==> src/rtl/i2c_rx_pkg.sv <==
package i2c_rx_pkg;
  localparam int BYTE_W = 8;
  localparam int ADDR_W = 7;
  localparam int CNT_W  = $clog2(BYTE_W + 1);

  typedef enum logic [2:0] {
    ST_IDLE,
    ST_ADDR,
    ST_DATA,
    ST_HOLD8,
    ST_ACKSET,
    ST_ACK,
    ST_HOLD9
  } rx_state_e;
endpackage

==> src/rtl/i2c_rx_sync.sv <==
module i2c_rx_sync #(
  parameter int STAGES = 2
) (
  input  logic clk,
  input  logic rst_n,
  input  logic scl_i,
  input  logic sda_i,
  output logic scl_s,
  output logic sda_s,
  output logic scl_rise,
  output logic scl_fall,
  output logic start_det,
  output logic stop_det
);
  logic [STAGES-1:0] scl_q, sda_q, scl_n, sda_n;
  logic              scl_p, sda_p;

  assign scl_n[0] = scl_i;
  assign sda_n[0] = sda_i;
  for (genvar g = 1; g < STAGES; g++) begin : g_stage
    assign scl_n[g] = scl_q[g-1];
    assign sda_n[g] = sda_q[g-1];
  end

  always_ff @(posedge clk or negedge rst_n) begin
    if (!rst_n) begin
      scl_q <= '1;
      sda_q <= '1;
      scl_p <= 1'b1;
      sda_p <= 1'b1;
    end else begin
      scl_q <= scl_n;
      sda_q <= sda_n;
      scl_p <= scl_q[STAGES-1];
      sda_p <= sda_q[STAGES-1];
    end
  end

  assign scl_s     = scl_q[STAGES-1];
  assign sda_s     = sda_q[STAGES-1];
  assign scl_rise  = scl_s & ~scl_p;
  assign scl_fall  = ~scl_s & scl_p;
  assign start_det = scl_s & scl_p & sda_p & ~sda_s;
  assign stop_det  = scl_s & scl_p & ~sda_p & sda_s;
endmodule

==> src/rtl/i2c_rx_ctrl.sv <==
module i2c_rx_ctrl
  import i2c_rx_pkg::*;
(
  input  logic              clk,
  input  logic              rst_n,
  input  logic [ADDR_W-1:0] own_addr,
  input  logic              scl_s,
  input  logic              sda_s,
  input  logic              scl_rise,
  input  logic              scl_fall,
  input  logic              start_det,
  input  logic              stop_det,
  input  logic              addr_hold_en,
  input  logic              data_hold_en,
  input  logic              stretch_en,
  input  logic              override_en,
  input  logic              buf_full,
  input  logic              ovf,
  input  logic              rel_wr,
  input  logic              ack_nack,
  output logic              scl_oe,
  output logic              sda_oe,
  output logic              load_en,
  output logic [BYTE_W-1:0] load_byte,
  output logic              set_irq,
  output logic              set_ovf,
  output logic              clr_rel,
  output logic              ack8,
  output logic              ack9,
  output logic              rw_upd,
  output logic              rw_val
);
  rx_state_e         state_q, state_d;
  logic [CNT_W-1:0]  cnt_q, cnt_d;
  logic [BYTE_W-1:0] sh_q, sh_d;
  logic              sda_q, sda_d;
  logic              acked_q, acked_d;
  logic              byte_end, is_addr, hit, blocked, hold_req;

  assign byte_end  = scl_fall && (cnt_q == CNT_W'(BYTE_W));
  assign is_addr   = (state_q == ST_ADDR);
  assign hit       = (sh_q[BYTE_W-1:1] == own_addr);
  assign blocked   = (buf_full | ovf) & ~override_en;
  assign hold_req  = is_addr ? addr_hold_en : data_hold_en;
  assign load_byte = sh_q;

  always_comb begin
    state_d = state_q;
    cnt_d   = cnt_q;
    sh_d    = sh_q;
    sda_d   = sda_q;
    acked_d = acked_q;
    load_en = 1'b0;
    set_irq = 1'b0;
    set_ovf = 1'b0;
    clr_rel = 1'b0;
    ack8    = 1'b0;
    ack9    = 1'b0;
    rw_upd  = 1'b0;
    rw_val  = 1'b0;
    unique case (state_q)
      ST_ADDR, ST_DATA: begin
        if (scl_rise) begin
          sh_d  = {sh_q[BYTE_W-2:0], sda_s};
          cnt_d = cnt_q + 1'b1;
        end else if (byte_end) begin
          if (is_addr && hit) begin
            rw_upd = 1'b1;
            rw_val = sh_q[0];
          end
          if (is_addr && !(hit && !sh_q[0])) begin
            state_d = ST_IDLE;
          end else if (blocked) begin
            set_ovf = 1'b1;
            acked_d = 1'b0;
            sda_d   = 1'b0;
            state_d = ST_ACK;
          end else begin
            load_en = 1'b1;
            ack8    = 1'b1;
            if (hold_req) begin
              set_irq = 1'b1;
              clr_rel = 1'b1;
              state_d = ST_HOLD8;
            end else begin
              acked_d = 1'b1;
              sda_d   = 1'b1;
              state_d = ST_ACK;
            end
          end
        end
      end
      ST_HOLD8: begin
        if (rel_wr) begin
          acked_d = ~ack_nack;
          sda_d   = ~ack_nack;
          state_d = ST_ACKSET;
        end
      end
      ST_ACKSET: state_d = ST_ACK;
      ST_ACK: begin
        if (scl_fall) begin
          sda_d = 1'b0;
          ack9  = 1'b1;
          cnt_d = '0;
          if (acked_q) begin
            set_irq = 1'b1;
            if (stretch_en) begin
              clr_rel = 1'b1;
              state_d = ST_HOLD9;
            end else begin
              state_d = ST_DATA;
            end
          end else begin
            state_d = ST_IDLE;
          end
        end
      end
      ST_HOLD9: if (rel_wr) state_d = ST_DATA;
      default: ;
    endcase
    if (start_det) begin
      state_d = ST_ADDR;
      cnt_d   = '0;
      sda_d   = 1'b0;
    end else if (stop_det) begin
      state_d = ST_IDLE;
      sda_d   = 1'b0;
    end
  end

  always_ff @(posedge clk or negedge rst_n) begin
    if (!rst_n) begin
      state_q <= ST_IDLE;
      cnt_q   <= '0;
      sh_q    <= '0;
      sda_q   <= 1'b0;
      acked_q <= 1'b0;
    end else begin
      state_q <= state_d;
      cnt_q   <= cnt_d;
      sh_q    <= sh_d;
      sda_q   <= sda_d;
      acked_q <= acked_d;
    end
  end

  assign sda_oe = sda_q;
  assign scl_oe = (state_q == ST_HOLD8) || (state_q == ST_ACKSET) || (state_q == ST_HOLD9);

  // SDA is only ever moved while the sampled clock is low
  a_r12_sda_scl_low: assert property (@(posedge clk) disable iff (!rst_n)
    (sda_oe != $past(sda_oe)) |-> !$past(scl_s));

  // after a refused or ignored byte nothing is driven on SDA
  a_r13_idle_quiet: assert property (@(posedge clk) disable iff (!rst_n)
    (state_q == ST_IDLE) |-> (!sda_oe && !scl_oe));
endmodule

==> src/rtl/i2c_rx_regs.sv <==
module i2c_rx_regs
  import i2c_rx_pkg::*;
(
  input  logic              clk,
  input  logic              rst_n,
  input  logic              load_en,
  input  logic [BYTE_W-1:0] load_byte,
  input  logic              set_irq,
  input  logic              set_ovf,
  input  logic              clr_rel,
  input  logic              ack8,
  input  logic              ack9,
  input  logic              rw_upd,
  input  logic              rw_val,
  input  logic              start_det,
  input  logic              stop_det,
  input  logic              start_irq_en,
  input  logic              stop_irq_en,
  input  logic              buf_rd,
  input  logic              flag_clr,
  input  logic              ovf_clr,
  input  logic              rel_wr,
  output logic [BYTE_W-1:0] rx_data,
  output logic              buf_full,
  output logic              ovf,
  output logic              irq,
  output logic              rel,
  output logic              ack_time,
  output logic              rw_bit,
  output logic              start_seen,
  output logic              stop_seen
);
  logic [BYTE_W-1:0] data_q;
  logic full_q, full_d, ovf_q, ovf_d, irq_q, irq_d, rel_q, rel_d;
  logic at_q, at_d, rw_q, st_q, st_d, sp_q, sp_d, irq_evt;

  assign irq_evt = set_irq | (start_det & start_irq_en) | (stop_det & stop_irq_en);

  always_comb begin
    irq_d  = irq_q;
    full_d = full_q;
    ovf_d  = ovf_q;
    rel_d  = rel_q;
    at_d   = at_q;
    st_d   = st_q;
    sp_d   = sp_q;
    if (flag_clr) irq_d = 1'b0;
    if (irq_evt)  irq_d = 1'b1;
    if (buf_rd)   full_d = 1'b0;
    if (load_en)  full_d = 1'b1;
    if (ovf_clr)  ovf_d = 1'b0;
    if (set_ovf)  ovf_d = 1'b1;
    if (rel_wr)   rel_d = 1'b1;
    if (clr_rel)  rel_d = 1'b0;
    if (ack9 | start_det | stop_det) at_d = 1'b0;
    if (ack8)     at_d = 1'b1;
    if (start_det) begin
      st_d = 1'b1;
      sp_d = 1'b0;
    end else if (stop_det) begin
      st_d = 1'b0;
      sp_d = 1'b1;
    end
  end

  always_ff @(posedge clk or negedge rst_n) begin
    if (!rst_n) begin
      data_q <= '0;
      rw_q   <= 1'b0;
    end else begin
      if (load_en) data_q <= load_byte;
      if (rw_upd)  rw_q   <= rw_val;
    end
  end

  always_ff @(posedge clk or negedge rst_n) begin
    if (!rst_n) begin
      full_q <= 1'b0;
      ovf_q  <= 1'b0;
      irq_q  <= 1'b0;
      rel_q  <= 1'b1;
      at_q   <= 1'b0;
      st_q   <= 1'b0;
      sp_q   <= 1'b0;
    end else begin
      full_q <= full_d;
      ovf_q  <= ovf_d;
      irq_q  <= irq_d;
      rel_q  <= rel_d;
      at_q   <= at_d;
      st_q   <= st_d;
      sp_q   <= sp_d;
    end
  end

  assign rx_data    = data_q;
  assign buf_full   = full_q;
  assign ovf        = ovf_q;
  assign irq        = irq_q;
  assign rel        = rel_q;
  assign ack_time   = at_q;
  assign rw_bit     = rw_q;
  assign start_seen = st_q;
  assign stop_seen  = sp_q;

  // interrupt flag is sticky until the host clears it
  a_r3_irq_sticky: assert property (@(posedge clk) disable iff (!rst_n)
    (irq && !flag_clr) |=> irq);

  // a host read empties the buffer unless a new byte lands
  a_r6_read_clears_full: assert property (@(posedge clk) disable iff (!rst_n)
    (buf_rd && !load_en) |=> !buf_full);

  // a stop leaves only the stop status bit set
  a_r10_stop_status: assert property (@(posedge clk) disable iff (!rst_n)
    (stop_det && !start_det) |=> (stop_seen && !start_seen));
endmodule

==> src/rtl/i2c_rx_hold.sv <==
module i2c_rx_hold
  import i2c_rx_pkg::*;
#(
  parameter int SYNC_STAGES = 2
) (
  input  logic              clk,
  input  logic              rst_n,
  input  logic [ADDR_W-1:0] own_addr,
  input  logic              addr_hold_en,
  input  logic              data_hold_en,
  input  logic              stretch_en,
  input  logic              override_en,
  input  logic              start_irq_en,
  input  logic              stop_irq_en,
  input  logic              ack_nack,
  input  logic              buf_rd,
  input  logic              flag_clr,
  input  logic              ovf_clr,
  input  logic              rel_wr,
  input  logic              scl_i,
  input  logic              sda_i,
  output logic              scl_oe,
  output logic              sda_oe,
  output logic [BYTE_W-1:0] rx_data,
  output logic              buf_full,
  output logic              ovf,
  output logic              irq,
  output logic              rel,
  output logic              ack_time,
  output logic              rw_bit,
  output logic              start_seen,
  output logic              stop_seen
);
  logic scl_s, sda_s, scl_rise, scl_fall, start_det, stop_det;
  logic load_en, set_irq, set_ovf, clr_rel, ack8, ack9, rw_upd, rw_val;
  logic [BYTE_W-1:0] load_byte;

  i2c_rx_sync #(.STAGES(SYNC_STAGES)) u_sync (
    .clk(clk), .rst_n(rst_n), .scl_i(scl_i), .sda_i(sda_i),
    .scl_s(scl_s), .sda_s(sda_s), .scl_rise(scl_rise), .scl_fall(scl_fall),
    .start_det(start_det), .stop_det(stop_det)
  );

  i2c_rx_ctrl u_ctrl (
    .clk(clk), .rst_n(rst_n), .own_addr(own_addr),
    .scl_s(scl_s), .sda_s(sda_s), .scl_rise(scl_rise), .scl_fall(scl_fall),
    .start_det(start_det), .stop_det(stop_det),
    .addr_hold_en(addr_hold_en), .data_hold_en(data_hold_en),
    .stretch_en(stretch_en), .override_en(override_en),
    .buf_full(buf_full), .ovf(ovf), .rel_wr(rel_wr), .ack_nack(ack_nack),
    .scl_oe(scl_oe), .sda_oe(sda_oe), .load_en(load_en), .load_byte(load_byte),
    .set_irq(set_irq), .set_ovf(set_ovf), .clr_rel(clr_rel),
    .ack8(ack8), .ack9(ack9), .rw_upd(rw_upd), .rw_val(rw_val)
  );

  i2c_rx_regs u_regs (
    .clk(clk), .rst_n(rst_n), .load_en(load_en), .load_byte(load_byte),
    .set_irq(set_irq), .set_ovf(set_ovf), .clr_rel(clr_rel),
    .ack8(ack8), .ack9(ack9), .rw_upd(rw_upd), .rw_val(rw_val),
    .start_det(start_det), .stop_det(stop_det),
    .start_irq_en(start_irq_en), .stop_irq_en(stop_irq_en),
    .buf_rd(buf_rd), .flag_clr(flag_clr), .ovf_clr(ovf_clr), .rel_wr(rel_wr),
    .rx_data(rx_data), .buf_full(buf_full), .ovf(ovf), .irq(irq), .rel(rel),
    .ack_time(ack_time), .rw_bit(rw_bit),
    .start_seen(start_seen), .stop_seen(stop_seen)
  );

  // a refused byte raises overflow and leaves SDA released
  a_r4_blocked_nack: assert property (@(posedge clk) disable iff (!rst_n)
    set_ovf |=> (ovf && !sda_oe));

  // the clock is only grabbed with the release bit cleared
  a_r7_hold_needs_release: assert property (@(posedge clk) disable iff (!rst_n)
    $rose(scl_oe) |-> !rel);
endmodule

==> config.mk <==
export PLATFORM = sky130hd
export DESIGN_NAME = i2c_rx_hold
export DESIGN_NICKNAME = d
export VERILOG_FILES = /design/src/rtl/i2c_rx_pkg.sv /design/src/rtl/i2c_rx_sync.sv /design/src/rtl/i2c_rx_ctrl.sv /design/src/rtl/i2c_rx_regs.sv /design/src/rtl/i2c_rx_hold.sv
export SDC_FILE = /design/constraint.sdc
export NUM_CORES = 1
export LEC_CHECK = 0
export BUFFER_PORTS_ARGS = -buffer_cell sky130_fd_sc_hd__buf_2
export CAP_MARGIN = 20
export CORE_MARGIN = 2
export CORE_UTILIZATION = 54
export DETAILED_ROUTE_END_ITERATION = 8
export PLACE_DENSITY_LB_ADDON = 0.25
export SLEW_MARGIN = 20
export SYNTH_ARGS = -nofsm -noshare
export SYNTH_HDL_FRONTEND = slang
export SYNTH_SLANG_ARGS = --single-unit
==> constraint.sdc <==
create_clock -name clk -period 2.5 [get_ports clk]
set_input_delay 0.125 -clock clk [delete_from_list [all_inputs] [get_ports clk]]
set_output_delay 0.125 -clock clk [all_outputs]
set_load 0.01 [all_outputs]
Yosys cells after proc, flatten, opt, wreduce, memory -nomap -nowiden --
Index checks and enable logic that the tools add are counted.
Word-level totals: flip-flop bits (word level) 39, input bits 22, output and inout bits 18, word-level logic and storage cells 161
Cells by class: bitwise gates (word level) 21, $add $sub $neg 1, reduce and logical (&&, ||, !) cells 24, muxes and demuxes 75, equal/unequal tests 22
Operators with widths (number):
- $mux W1 | 54
- $mux W3 | 12
- $ne A4 B2 Y1 const B | 4
- $pmux W3 S5 | 1
- $reduce_bool A2 Y1 | 7
- $mux W4 | 3
- $reduce_and A6 Y1 | 2
- $and A1 B1 Y1 | 10
- $eq A3 B3 Y1 const B | 3
- $ne A4 B1 Y1 const B | 2
- $pmux W4 S2 | 1
- $eq A7 B7 Y1 | 1
- $reduce_and A7 Y1 | 1
- $reduce_bool A7 Y1 | 1
- $eq A3 B2 Y1 const B | 2
- $ne A2 B2 Y1 const B | 3
- $ne A3 B2 Y1 const B | 2
- $not A1 Y1 | 6
- $pmux W1 S2 | 3
- $ne A5 B2 Y1 const B | 1
- $or A1 B1 Y1 | 5
- $reduce_bool A5 Y1 | 1
- $add A4 B1 Y4 const B | 1
- $eq A4 B4 Y1 const B | 1
- 11 further kinds | 16

Depth between registers and ports, before layout --
word-level depth 11, depth in mapped cells 7, gate-level depth less buffers 7

Modules after synthesis --
Synthesis repeated with hierarchy kept, for this count alone.
Unflattened totals: cell total of the unflattened synthesis 208, area total of the unflattened synthesis 2078.2 sq um
By module, submodules not included:
- i2c_rx_ctrl | times used 1, area an instance 1258.7 sq um, cells each 156, seq. area each 425.4 sq um
- i2c_rx_regs | times used 1, area an instance 629.4 sq um, cells each 42, seq. area each 401.6 sq um
- i2c_rx_sync | times used 1, area an instance 190.2 sq um, cells each 10, seq. area each 157.7 sq um

Least setup slack after synthesis --
No wires, ideal clock.
path type reg-to-reg, start register u_ctrl.sh_q[3] (netlist: u_ctrl.load_byte[3]), end register u_regs.data_q[0] (netlist: u_regs.rx_data[0]), period minus slack after synthesis 1990 ps, library setup time 125 ps, data required time 2375 ps, stages on the path, launching flop included 7, path buffers 1, arrival time 1865 ps, slack 510 ps, cells stage by stage dfrtp_1 > xnor2_1 > nand4_2 > o41ai_4 > and4_1 > buf_6 > mux2_4
On the way: longest elaborated chain between the ends 8
RTL lines:
- start: declaration | RTL line i2c_rx_ctrl.sv:35 | logic [BYTE_W-1:0] sh_q, sh_d;
- start signal: assignment | RTL line i2c_rx_ctrl.sv:136 | sh_q <= '0;
- start signal: assignment | RTL line i2c_rx_ctrl.sv:142 | sh_q <= sh_d;
- $eq A7 B7 Y1 | RTL line i2c_rx_ctrl.sv:42 | assign hit = (sh_q[BYTE_W-1:1] == own_addr);
- $logic_and A1 B1 Y1 | RTL line i2c_rx_ctrl.sv:71 | if (is_addr && !(hit && !sh_q[0])) begin
- $logic_not A1 Y1 | RTL line i2c_rx_ctrl.sv:71
- $logic_and A1 B1 Y1 | RTL line i2c_rx_ctrl.sv:71
- $mux W1 | RTL line i2c_rx_ctrl.sv:71
- $mux W1 | RTL line i2c_rx_ctrl.sv:66 | end else if (byte_end) begin
- $mux W1 | RTL line i2c_rx_ctrl.sv:63 | if (scl_rise) begin
- $mux W1 | RTL line i2c_rx_ctrl.sv:61 | unique case (state_q)
- end signal: assignment | RTL line i2c_rx_regs.sv:71 | if (load_en) data_q <= load_byte;
- end: declaration | RTL line i2c_rx_regs.sv:33 | logic [BYTE_W-1:0] data_q;
No other way between the ends. A chain may end at the register's enable or synchronous reset.

Worst setup path in the final report --
start register u_ctrl.sh_q[5] (netlist: u_ctrl.load_byte[5]), end register u_regs.data_q[7] (netlist: u_regs.rx_data[7])
Same word-level chain as after synthesis.

==> impl_metrics.toml <==
[synth]
yosysTopAreaCell = "dfrtp_1"
synthCells = 179
synth_area_leaders = "dfrtp_1 (39%), dfstp_2 (9.1%), mux2_2 (6.1%), mux2_4 (5.9%), xnor2_1 (3.0%)"
synth.top_cell.area_share = 0.394
synthesis.area_um2 = 2030
async_flop_share = 1.00
synth_cell_type_count = 49
avgSynthCellArea_um2 = 11.4
synth-seq-cells = 39
seq_area_frac_synth = 0.485
yosysWarnings = 0
syn_nets = 203
synth_edf_count = 0
synth_ff_type = "dfrtp_1"

[clock_network]
cts_tree = "built"
ctsLongestPathBuffers = 2
path_clk_slew_ps = 80
cts_resized = 0
htreeDepth = 2
cts_sinks = 39
cts-root-buf = "clkbuf_8"
clock_latency_ps = 290
cts_buffers = 5

[global_routing]
grt_pass1_vias = 1638
overflow = 0
grt_usage = 0.233
grt_max_degree = 40
grt_pass1_wl_um = 7540
antenna_found_initial = 0

[drt]
first_pass_iters = 4
vias = 1588
route.detailed.drc = 0
wirelength_um = 4530
ant_nets = 0
wl_per_cell_um = 16.4
initialDrtViolationCount = 152
viasPerCell = 5.75

[timing]
slew_viol_final = 0
setup_violations = 0
min_period_ps = 2320
rsz0062_at_grt = "no"
tightest_slew_ps = 848
hold_viol = 0
fin_hold_ws_ps = 11.1
tns_ps = 0
fmax_mhz = 431
fin_skew_ps = 5.53
max_slew_margin = 0.435
period_share = 0.929

[pwr]
ir_drop_uv = 533
finalPower_mw = 2.41
p_leak_nw = 1.17
switching_share = 0.367
p_per_area_nw_per_um2 = 986
power.switching_mw = 0.886
power_frac_clock = 0.233
p_comb_frac = 0.365
p_int_mw = 1.52
share_seq_of_total_power = 0.402

[final_layout]
final_layout_size_suffix_gt1_frac = 0.373
multiInputGateArea_um2 = 981
register_area_um2 = 985
finalNonFillerCells = 276
fill_cells = 293
fin_nets = 251
diodes = 0
stdcell_area_um2 = 2440
area_delta_synth_final_pct = 20.3

[run_status]
status = "completed"

[placed_design]
placed_area_um2 = 2290
hpwl_um = 3350
portBuffers = 39
placed_cells = 265
place.gp.congestion = 0.904

[critical_path]
cp.arrival_ps = 2500
end_kind = "register"
r2r_cells = 6
cp_data_required_time_ps = 2680
path_class = "register to register"
r2r-start = "u_ctrl.load_byte[5]"
r2r-end = "u_regs.rx_data[7]"
path_max_fanout = 9
rrSetupSlack_ps = 180
start_kind = "register"

[die]
coreArea_um2 = 3630
chipHeight_um = 65.3
dieArea_um2 = 4270
initial_utilization = 0.559
fp.dieW_um = 65.3
io_pins = 40
rows = 22

[min_path]
min_to = "u_regs.ovf"
min_path_cells = 2
hp-start = "ovf_clr"
hold_path_class = "input port to register"

[flow_run]
maxCapViolCount = 0
==> worst max path at each step <==
stage,slack [ps],start,end
floorplan,510,u_ctrl.load_byte[3],u_regs.rx_data[0]
global placement,340,u_ctrl.load_byte[3],u_regs.rx_data[3]
detailed placement,270,u_ctrl.load_byte[3],u_regs.rx_data[3]
CTS,190,u_ctrl.load_byte[5],u_regs.rx_data[7]
global route,70,u_ctrl.load_byte[5],u_regs.rx_data[7]
finish,180,u_ctrl.load_byte[5],u_regs.rx_data[7]
==> synthesized netlist by cell type, types with 4 or more instances <==
cell type  count
dfrtp_1       32
nand2_1       14
mux2_2        11
nor2_1        11
inv_1          9
mux2_4         8
dfstp_2        7
nand3_1        7
xnor2_1        7
nor2b_1        5
o21ai_0        5
a21oi_1        4
xor2_1         4
==> state kept, by name, summed over array words and instances (netlist names) <==
| signal | cells |
|---|---|
| u_sync.scl_p | 1 |
| u_sync.scl_q | 2 |
| u_regs.rw_bit | 1 |
| u_sync.sda_p | 1 |
| u_ctrl.state_q | 3 |
| u_ctrl.acked_q | 1 |
| u_regs.stop_seen | 1 |
| u_ctrl.load_byte | 8 |
| u_regs.ovf | 1 |
| u_regs.rel | 1 |
| u_sync.sda_q | 2 |
| u_ctrl.sda_oe | 1 |
| u_ctrl.cnt_q | 4 |
| u_regs.ack_time | 1 |
| u_regs.buf_full | 1 |
| u_regs.irq | 1 |
| u_regs.rx_data | 8 |
| u_regs.start_seen | 1 |
==> cell families after synthesis <==
group,Yosys count,share of synthesized area
AND/OR/NAND/NOR,57,0.156
flip-flops,39,0.485
AO/OA/AOI/OAI,33,0.132
multiplexers,22,0.135
buffers and inverters,15,0.0326
XOR/XNOR,11,0.0474
adder cells (fa/ha/maj),2,0.0123
==> cell type report <==
| class | count | area share |
|---|---|---|
| tap | 48 | 0.0246 |
| clock buffer | 6 | 0.0338 |
| timing repair buffer | 47 | 0.108 |
| inverter | 9 | 0.0138 |
| sequential | 39 | 0.403 |
| multi-input combinational | 125 | 0.401 |
| clock inverter | 2 | 0.0159 |
==> placed cells by master, fill, tap and decap left out, drive strengths merged, types with 4 or more instances in the layout <==
| cell type | synthesis | layout |
|---|---|---|
| a21oi | 4 | 4 |
| buf | 3 | 44 |
| clkbuf | 3 | 6 |
| dfrtp | 32 | 32 |
| dfstp | 7 | 7 |
| inv | 9 | 10 |
| mux2 | 19 | 19 |
| nand2 | 14 | 14 |
| nand3 | 7 | 7 |
| nand4 | 4 | 4 |
| nor2 | 11 | 11 |
| nor2b | 5 | 5 |
| o21ai | 5 | 5 |
| xnor2 | 7 | 7 |
| xor2 | 4 | 4 |
==> worst max-delay path, cell delays in order (launching register included) <==
cell	delay, ps
dfrtp_1	430
xnor2_1	210
nand4_2	190
o41ai_4	550
and4_1	280
buf_4	220
mux2_4	320
==> metal layers <==
layer | vias up | GRT usage | wire length (um)
met1 | 770 | 0.299 | 1950
met2 | 60 | 0.397 | 2280
met4 | 0 | 0.0755 | 68
met5 | - | 0 | 0
li1 | 749 | - | -
met3 | 9 | 0.0462 | 229
==> per-stage QoR <==
stage | worst slack [ps] | utilization
global placement | 345 | 0.631
CTS | 193 | 0.673
detailed placement | 275 | 0.631
finish | 178 | 0.673
floorplan | 510 | -
global route | 73.3 | 0.673
==> repair_timing <==
item,CTS,global route
setup buffers,0,0
hold buffers,3,0
hold endpoints to repair,34,0
==> power by group through the flow <==
| stage | combinational, mW | sequential [mW] | clock, mW |
|---|---|---|---|
| 6_report | 0.879 | 0.969 | 0.562 |
| 5_1_grt | 0.969 | 0.993 | 0.596 |
| 4_1_cts | 0.886 | 0.966 | 0.570 |
| 3_5_place_dp | 0.874 | 0.977 | 0 |
| 3_3_place_gp | 0.848 | 0.961 | 0 |
| 2_1_floorplan | 0.689 | 0.903 | 0 |
Power figures use the tool's default switching activity.
